`src/rtl/irq_stat_pkg.sv`:
```
package irq_stat_pkg;

   typedef enum logic [1:0] {
      REG_RAW = 2'd0,
      REG_MSK = 2'd1,
      REG_ENS = 2'd2,
      REG_ENC = 2'd3
   } reg_sel_e;

   localparam int unsigned ADDR_W = 2;

endpackage

```
`src/rtl/irq_edge_sync.sv`:
```
module irq_edge_sync #(
   parameter int unsigned N      = 4,
   parameter int unsigned STAGES = 2
) (
   input  logic         clk,
   input  logic         rst_n,
   input  logic [N-1:0] pin_i,
   output logic [N-1:0] rise_o
);

   if (STAGES < 2) begin : g_bad_stages
      $error("irq_edge_sync: STAGES must be at least 2");
   end

   for (genvar g = 0; g < N; g++) begin : g_ch
      logic [STAGES-1:0] chain;
      logic              prev;

      always_ff @(posedge clk or negedge rst_n) begin
         if (!rst_n) begin
            chain <= '0;
            prev  <= 1'b0;
         end else begin
            chain <= {chain[STAGES-2:0], pin_i[g]};
            prev  <= chain[STAGES-1];
         end
      end

      assign rise_o[g] = chain[STAGES-1] & ~prev;
   end

endmodule

```
`src/rtl/irq_status_bank.sv`:
```
module irq_status_bank #(
   parameter int unsigned             POS_W = 6,
   parameter logic [POS_W-1:0]        IMPL  = '1
) (
   input  logic             clk,
   input  logic             rst_n,
   input  logic [POS_W-1:0] evt_i,
   input  logic [POS_W-1:0] en_i,
   input  logic [POS_W-1:0] clr_raw_i,
   input  logic [POS_W-1:0] clr_msk_i,
   output logic [POS_W-1:0] raw_o,
   output logic [POS_W-1:0] msk_o,
   output logic             irq_o
);

   logic [POS_W-1:0] msk_d;
   logic             irq_q;

   for (genvar g = 0; g < POS_W; g++) begin : g_bit
      if (IMPL[g]) begin : g_impl
         logic r_bit;
         logic m_bit;
         logic r_nxt;
         logic m_nxt;

         // an event in the same cycle overrides any clear
         assign r_nxt = (r_bit & ~(clr_raw_i[g] | clr_msk_i[g])) | evt_i[g];
         assign m_nxt = (m_bit & ~clr_msk_i[g]) | (evt_i[g] & en_i[g]);

         always_ff @(posedge clk or negedge rst_n) begin
            if (!rst_n) begin
               r_bit <= 1'b0;
               m_bit <= 1'b0;
            end else begin
               r_bit <= r_nxt;
               m_bit <= m_nxt;
            end
         end

         assign raw_o[g] = r_bit;
         assign msk_o[g] = m_bit;
         assign msk_d[g] = m_nxt;
      end else begin : g_rsvd
         logic unused_b;
         assign unused_b = evt_i[g] ^ en_i[g] ^ clr_raw_i[g] ^ clr_msk_i[g];
         assign raw_o[g] = 1'b0;
         assign msk_o[g] = 1'b0;
         assign msk_d[g] = 1'b0;
      end
   end

   always_ff @(posedge clk or negedge rst_n) begin
      if (!rst_n) irq_q <= 1'b0;
      else        irq_q <= |(msk_d & ~msk_o);
   end

   assign irq_o = irq_q;

endmodule

```
`src/rtl/irq_reg_if.sv`:
```
module irq_reg_if
   import irq_stat_pkg::*;
#(
   parameter int unsigned      DATA_W = 32,
   parameter int unsigned      POS_W  = 6,
   parameter logic [POS_W-1:0] IMPL   = '1
) (
   input  logic              clk,
   input  logic              rst_n,
   input  logic              bus_wr,
   input  logic [ADDR_W-1:0] bus_addr,
   input  logic [DATA_W-1:0] bus_wdata,
   output logic [DATA_W-1:0] bus_rdata,
   input  logic [POS_W-1:0]  raw_i,
   input  logic [POS_W-1:0]  msk_i,
   output logic [POS_W-1:0]  clr_raw_o,
   output logic [POS_W-1:0]  clr_msk_o,
   output logic [POS_W-1:0]  en_o
);

   reg_sel_e         sel;
   logic [POS_W-1:0] wbits;
   logic [POS_W-1:0] en_set;
   logic [POS_W-1:0] en_clr;
   logic [POS_W-1:0] en_q;
   logic [POS_W-1:0] rd_bits;
   logic             unused_wdata_hi;

   assign sel             = reg_sel_e'(bus_addr);
   assign wbits           = bus_wdata[POS_W-1:0] & IMPL;
   assign unused_wdata_hi = ^bus_wdata[DATA_W-1:POS_W];

   assign clr_raw_o = (bus_wr && sel == REG_RAW) ? wbits : '0;
   assign clr_msk_o = (bus_wr && sel == REG_MSK) ? wbits : '0;
   assign en_set    = (bus_wr && sel == REG_ENS) ? wbits : '0;
   assign en_clr    = (bus_wr && sel == REG_ENC) ? wbits : '0;

   always_ff @(posedge clk or negedge rst_n) begin
      if (!rst_n) en_q <= '0;
      else        en_q <= (en_q | en_set) & ~en_clr;
   end

   assign en_o = en_q;

   always_comb begin
      unique case (sel)
         REG_RAW: rd_bits = raw_i;
         REG_MSK: rd_bits = msk_i;
         default: rd_bits = en_q;
      endcase
      bus_rdata               = '0;
      bus_rdata[POS_W-1:0]    = rd_bits & IMPL;
   end

endmodule

```
`src/rtl/irq_status_unit.sv`:
```
module irq_status_unit
   import irq_stat_pkg::*;
#(
   parameter int unsigned DATA_W      = 32,
   parameter int unsigned WAIT_N      = 4,
   parameter int unsigned WAIT_LSB    = 2,
   parameter int unsigned TO_BIT      = 0,
   parameter int unsigned SYNC_STAGES = 2
) (
   input  logic              clk,
   input  logic              rst_n,
   input  logic [WAIT_N-1:0] wait_pin,
   input  logic              timeout_evt,
   input  logic              bus_wr,
   input  logic [ADDR_W-1:0] bus_addr,
   input  logic [DATA_W-1:0] bus_wdata,
   output logic [DATA_W-1:0] bus_rdata,
   output logic              irq_pulse
);

   localparam int unsigned      POS_W     = WAIT_LSB + WAIT_N;
   localparam logic [POS_W-1:0] WAIT_MASK = POS_W'(((1 << WAIT_N) - 1) << WAIT_LSB);
   localparam logic [POS_W-1:0] TO_MASK   = POS_W'(1 << TO_BIT);
   localparam logic [POS_W-1:0] IMPL      = WAIT_MASK | TO_MASK;

   if (WAIT_N < 1) begin : g_bad_wait_n
      $error("irq_status_unit: WAIT_N must be at least 1");
   end
   if (TO_BIT >= WAIT_LSB) begin : g_bad_to_bit
      $error("irq_status_unit: TO_BIT must lie below WAIT_LSB");
   end
   if (POS_W >= DATA_W) begin : g_bad_data_w
      $error("irq_status_unit: status field must be narrower than DATA_W");
   end

   logic [WAIT_N-1:0] wait_rise;
   logic [POS_W-1:0]  evt_v;
   logic [POS_W-1:0]  raw_q;
   logic [POS_W-1:0]  msk_q;
   logic [POS_W-1:0]  en_q;
   logic [POS_W-1:0]  clr_raw;
   logic [POS_W-1:0]  clr_msk;

   irq_edge_sync #(
      .N      (WAIT_N),
      .STAGES (SYNC_STAGES)
   ) u_sync (
      .clk    (clk),
      .rst_n  (rst_n),
      .pin_i  (wait_pin),
      .rise_o (wait_rise)
   );

   always_comb begin
      evt_v                      = '0;
      evt_v[WAIT_LSB +: WAIT_N]  = wait_rise;
      evt_v[TO_BIT]              = timeout_evt;
   end

   irq_status_bank #(
      .POS_W (POS_W),
      .IMPL  (IMPL)
   ) u_bank (
      .clk       (clk),
      .rst_n     (rst_n),
      .evt_i     (evt_v),
      .en_i      (en_q),
      .clr_raw_i (clr_raw),
      .clr_msk_i (clr_msk),
      .raw_o     (raw_q),
      .msk_o     (msk_q),
      .irq_o     (irq_pulse)
   );

   irq_reg_if #(
      .DATA_W (DATA_W),
      .POS_W  (POS_W),
      .IMPL   (IMPL)
   ) u_regs (
      .clk       (clk),
      .rst_n     (rst_n),
      .bus_wr    (bus_wr),
      .bus_addr  (bus_addr),
      .bus_wdata (bus_wdata),
      .bus_rdata (bus_rdata),
      .raw_i     (raw_q),
      .msk_i     (msk_q),
      .clr_raw_o (clr_raw),
      .clr_msk_o (clr_msk),
      .en_o      (en_q)
   );

endmodule

```
`config.mk`:
```
export PLATFORM = sky130hd
export DESIGN_NAME = irq_status_unit
export DESIGN_NICKNAME = d
export VERILOG_FILES = /design/src/rtl/irq_stat_pkg.sv /design/src/rtl/irq_edge_sync.sv /design/src/rtl/irq_status_bank.sv /design/src/rtl/irq_reg_if.sv /design/src/rtl/irq_status_unit.sv
export SDC_FILE = /design/constraint.sdc
export NUM_CORES = 1
export LEC_CHECK = 0
export ABC_AREA = 1
export CAP_MARGIN = 30
export CORE_UTILIZATION = 40
export DETAILED_ROUTE_END_ITERATION = 7
export PLACE_DENSITY = 0.79
export SKIP_LAST_GASP = 1
export SYNTH_ARGS = -nofsm -noshare
export SYNTH_HDL_FRONTEND = slang
export SYNTH_HIERARCHICAL = 1
export SYNTH_SLANG_ARGS = --single-unit
```
`constraint.sdc`:
```
create_clock -name clk -period 1.45 [get_ports clk]
set_clock_uncertainty 0.2 [all_clocks]
set_input_delay 0.3625 -clock clk [delete_from_list [all_inputs] [get_ports clk]]
set_output_delay 0.3625 -clock clk [all_outputs]
set_load 0.01 [all_outputs]
```
Yosys cells after proc, flatten, opt, wreduce, memory -nomap -nowiden
Index checks and enable logic that the tools add are counted.
{"block": "word_totals", "output_inout_bits": 33, "in_bits": 42, "ff_bits": 29, "wordCells": 87}
{"block": "op_classes", "eq_ne": 3, "n_mux": 5, "n_reduce_logical": 6, "n_bitwise": 53}
{"cell": "6-bit 2-to-1 mux", "count": 4}
{"cell": "1-bit bitwise AND", "count": 19}
{"cell": "1-bit bitwise OR", "count": 15}
{"cell": "1-bit inverter", "count": 14}
{"cell": "6-bit bitwise AND", "count": 2}
{"cell": "6-bit inverter", "count": 2}
{"cell": "6-bit one-hot mux with 2 select lines", "count": 1}
{"cell": "6-bit bitwise OR", "count": 1}
{"cell": "6-bit OR reduction", "count": 1}
{"cell": "2-bit equality test, second input constant", "count": 2}
{"cell": "1-bit logical AND", "count": 4}
{"cell": "2-bit by 1-bit equality test with 1-bit output, second input constant", "count": 1}
{"cell": "2-bit zero test", "count": 1}

Longest topological paths before layout
{"block": "logic_depth", "ltp_word": 8, "mapped_depth": 6, "mapped_depth_nobuf": 6}

Modules after synthesis
Netlist, hierarchy kept.
{"module": "irq_reg_if", "n_inst": 1, "seq_area_each_um2": 125.1, "area_per_inst_um2": 683.2, "cells_per_inst": 109}
{"module": "irq_status_bank", "n_inst": 1, "seq_area_each_um2": 275.3, "area_per_inst_um2": 528.0, "cells_per_inst": 58}
{"module": "irq_edge_sync", "n_inst": 1, "seq_area_each_um2": 300.3, "area_per_inst_um2": 340.3, "cells_per_inst": 20}
{"module": "irq_status_unit", "n_inst": 1, "seq_area_each_um2": 0.0, "area_per_inst_um2": 3.8, "cells_per_inst": 1}

Worst setup path before layout
No wires, ideal clock.
{"block": "synth_timing", "path_kind": "input to output", "startpoint": "input port bus_addr[1]", "endpoint": "output port bus_rdata[0]", "path_stages": 4, "n_path_buf": 2, "path_slack_ps": 46, "arrival_time_ps": 841, "required_time_ps": 887, "path_cell_list": "buf_4 -> buf_4 -> nand2_1 -> nand3_1"}
{"block": "synth_between", "elab_chain_cells": 2, "word_cells_on_any_way": 3, "cone_classes": "eq/ne: 1; mux: 1; reduce/logical: 1"}
{"item": "from (decl)", "line_no": "irq_status_unit.sv:15", "source": "input logic [ADDR_W-1:0] bus_addr,"}
{"item": "2-bit by 1-bit equality test with 1-bit output or 2-bit zero test (tied branches)", "line_no": "irq_reg_if.sv:46", "source": "unique case (sel)"}
{"item": "6-bit one-hot mux with 2 select lines *", "line_no": "irq_reg_if.sv:46"}
{"item": "to (decl)", "line_no": "irq_status_unit.sv:17", "source": "output logic [DATA_W-1:0] bus_rdata,"}
Every way passes the cells marked *; elsewhere a longest branch is shown, timed or not.

Worst setup path in the final report
{"block": "layout_timing", "startpoint": "input port bus_addr[0]", "endpoint": "output port bus_rdata[4]"}
Same word-level chain as after synthesis.

==> reports/metrics.csv <==
metric,value,unit
failed_checks,negative setup slack,
io_pins,75,
finalSetupTns,-0.445,ns
core_area,3470,µm²
cts-htree-levels,1,
intPower,1.50,mW
num_rows,21,
grt_pass1_wl,5040,µm
antenna_found_initial,0,
hold_ws,0.155,ns
setup_ws,-0.111,ns
num_vias,1184,
nFillCells,305,
overflow,0,
crit_required,0.89,ns
gp_congestion,0.823,
grt_max_degree,29,
grt_use_total,16.2,%
cts_buffer_depth,2,
crit_path_max_fanout,3,
irDropWorstVdd,0.492,mV
cts_buffers,3,
critPathBufInv,4,
routed_wl,3060,µm
io_buffers,20,
cts_tree,built,
path_clk_slew,0.09,ns
powerDensity,988,nW/µm²
slowest_delay,0.12,ns
clock_power_share,29.5,%
route.detailed.drc,0,
fin_crit_sh,108,%
path_delay_family,buffers and inverters,
fp.dieH,63.4,µm
path_common_cell,buf_6,
dpl_cell_area,1740,µm²
ant_nets,0,
first_iter_violations,51,
net-switching-power,526,µW
crit_path_end_kind,output port,
cts.sinks,28,
p_leak,1.08,nW
firstDrtPassIters,4,
fin_cells,270,
swShare,26.0,%
seqPwrFrac,44.9,%
drv_cap,0,
cts-root-buf,clkbuf_8,
nets,267,
status,"complete, but fails checks",
path_cells,"buf_8, nor2_4, buf_6, buf_6, nand2_2, nand3_2, buf_6",
drv_slew,0,
drive_gt1_share,32.1,%
via_per_inst,4.39,
avgSynthCellArea,8.34,µm²
final_area,2050,µm²
die_width,63.4,µm
grt_pass1_vias,1216,
rsz0062_at_grt,true,
setup_viol,5,
clkLatencyLatePin,0.27,ns
syn_area,1510,µm²
hold_path.class,reg2reg,
fmax,640,MHz
netlist_instances,181,
routedWlPerCell,11.3,µm
r2r_slack,0.28,ns
p_comb_share,25.6,%
dpl.hpwl,1920,µm
period_minus_slack,1.56,ns
finalPower,2.02,mW
synthToLayoutAreaGrowth,35.5,%
start_util,43.5,%
die_area,4030,µm²
place_inst,253,
startpoint_type,input port,
path_class,in2out,
hold_viol_final,0,
crit_arrival,1.00,ns
n_antenna_cell,0,
ys.warnings.count,6,
critPathSlowestCell,nor2_4,
==> area by class of cell <==
| type | count | area [µm²] | area share, % |
|---|---|---|---|
| Multi-Input combinational cell | 113 | 591 | 28.9 |
| Inverter | 25 | 101 | 4.95 |
| Timing Repair Buffer | 54 | 526 | 25.7 |
| Clock inverter | 1 | 30.0 | 1.47 |
| Sequential cell | 28 | 701 | 34.2 |
| Tap cell | 46 | 57.6 | 2.81 |
| Clock buffer | 3 | 41.3 | 2.02 |
==> power by group through the flow <==
| stage | registers [mW] | clock network [mW] | logic (mW) |
|---|---|---|---|
| 6_report | 0.908 | 0.597 | 0.517 |
| 5_1_grt | 0.917 | 0.643 | 0.571 |
| 4_1_cts | 0.904 | 0.615 | 0.456 |
| 3_5_place_dp | 0.914 | 0 | 0.417 |
| 3_3_place_gp | 0.910 | 0 | 0.409 |
| 2_1_floorplan | 0.915 | 0 | 0.290 |
==> layout by cell type, fill, tap and decap left out <==
master           count
inv_8                1
clkbuf_8             3
buf_6               11
nor2_2               6
nor2_1              18
nand2_1             21
buf_12               2
buf_4               25
nand4_1              5
buf_8                3
clkdlybuf4s50_1     11
nand2_2              5
clkdlybuf4s15_1      1
o21ai_0              5
nand2_4              2
inv_1               24
dfrtp_1             28
conb_1              27
dlygate4sd2_1        1
nor2_4               1
a21o_1               4
nand3_2             11
bufinv_16            1
a21o_2               1
nand3_1              7
==> flip-flops by register name, summed over array words and instances (netlist names) <==
| name | cells |
|---|---|
| u_bank/g_bit.g_impl.m_bit | 5 |
| u_sync/g_ch.prev | 4 |
| u_bank/g_bit.g_impl.r_bit | 5 |
| u_regs/en_o | 5 |
| u_sync/g_ch.chain | 8 |
| u_bank/irq_o | 1 |
==> worst reg2reg max path: cells and delay by family, from the launching register on <==
| kind | cells | cell delay, ns |
|---|---|---|
| buffers and inverters | 1 | 0.15 |
| flip-flops | 1 | 0.41 |
| AND/OR/NAND/NOR | 4 | 0.31 |
==> final timing paths <==
kind / endpoint / depth (start not counted) / from
min in group asynchronous: u_regs/en_o[5]$_DFF_PN0_ / 2 / rst_n
min: u_sync/g_ch[0].chain[1]$_DFF_PN0_ / 0 / u_sync/g_ch[0].chain[0]$_DFF_PN0_
min reg2reg: u_sync/g_ch[0].chain[1]$_DFF_PN0_ / 0 / u_sync/g_ch[0].chain[0]$_DFF_PN0_
max reg2reg: u_bank/irq_o$_DFF_PN0_ / 5 / u_regs/en_o[2]$_DFF_PN0_
max in group asynchronous: u_bank/g_bit[3].g_impl.m_bit$_DFF_PN0_ / 2 / rst_n
max: bus_rdata[4] / 7 / bus_addr[0]
==> metal layers <==
| metal | GRT usage [%] | share of wire (%) | wire length, µm | up-vias |
|---|---|---|---|---|
| met4 | 7.10 | 2.0 | 62 | 0 |
| met3 | 1.99 | 5.7 | 175 | 8 |
| met1 | 19.9 | 40 | 1210 | 548 |
| li1 | - | - | - | 576 |
| met2 | 28.3 | 53 | 1600 | 52 |
| met5 | 0 | 0 | 0 | - |
==> stage by stage <==
stage          util [%]  setup WS (ns)
2_1_floorplan         -         0.0464
3_3_place_gp       50.3         -0.931
3_5_place_dp       50.3         -0.935
4_1_cts            56.3         -0.202
5_1_grt            59.0         -0.139
6_report           59.0         -0.111
==> what timing repair did <==
action	CTS	global route
resized for setup	55	19
buffers inserted	10	5
hold buffers	0	0
setup endpoints to repair	16	9
pin swaps	8	13
hold endpoints to repair	0	0
No activity file was read; power rests on OpenSTA's default activity.
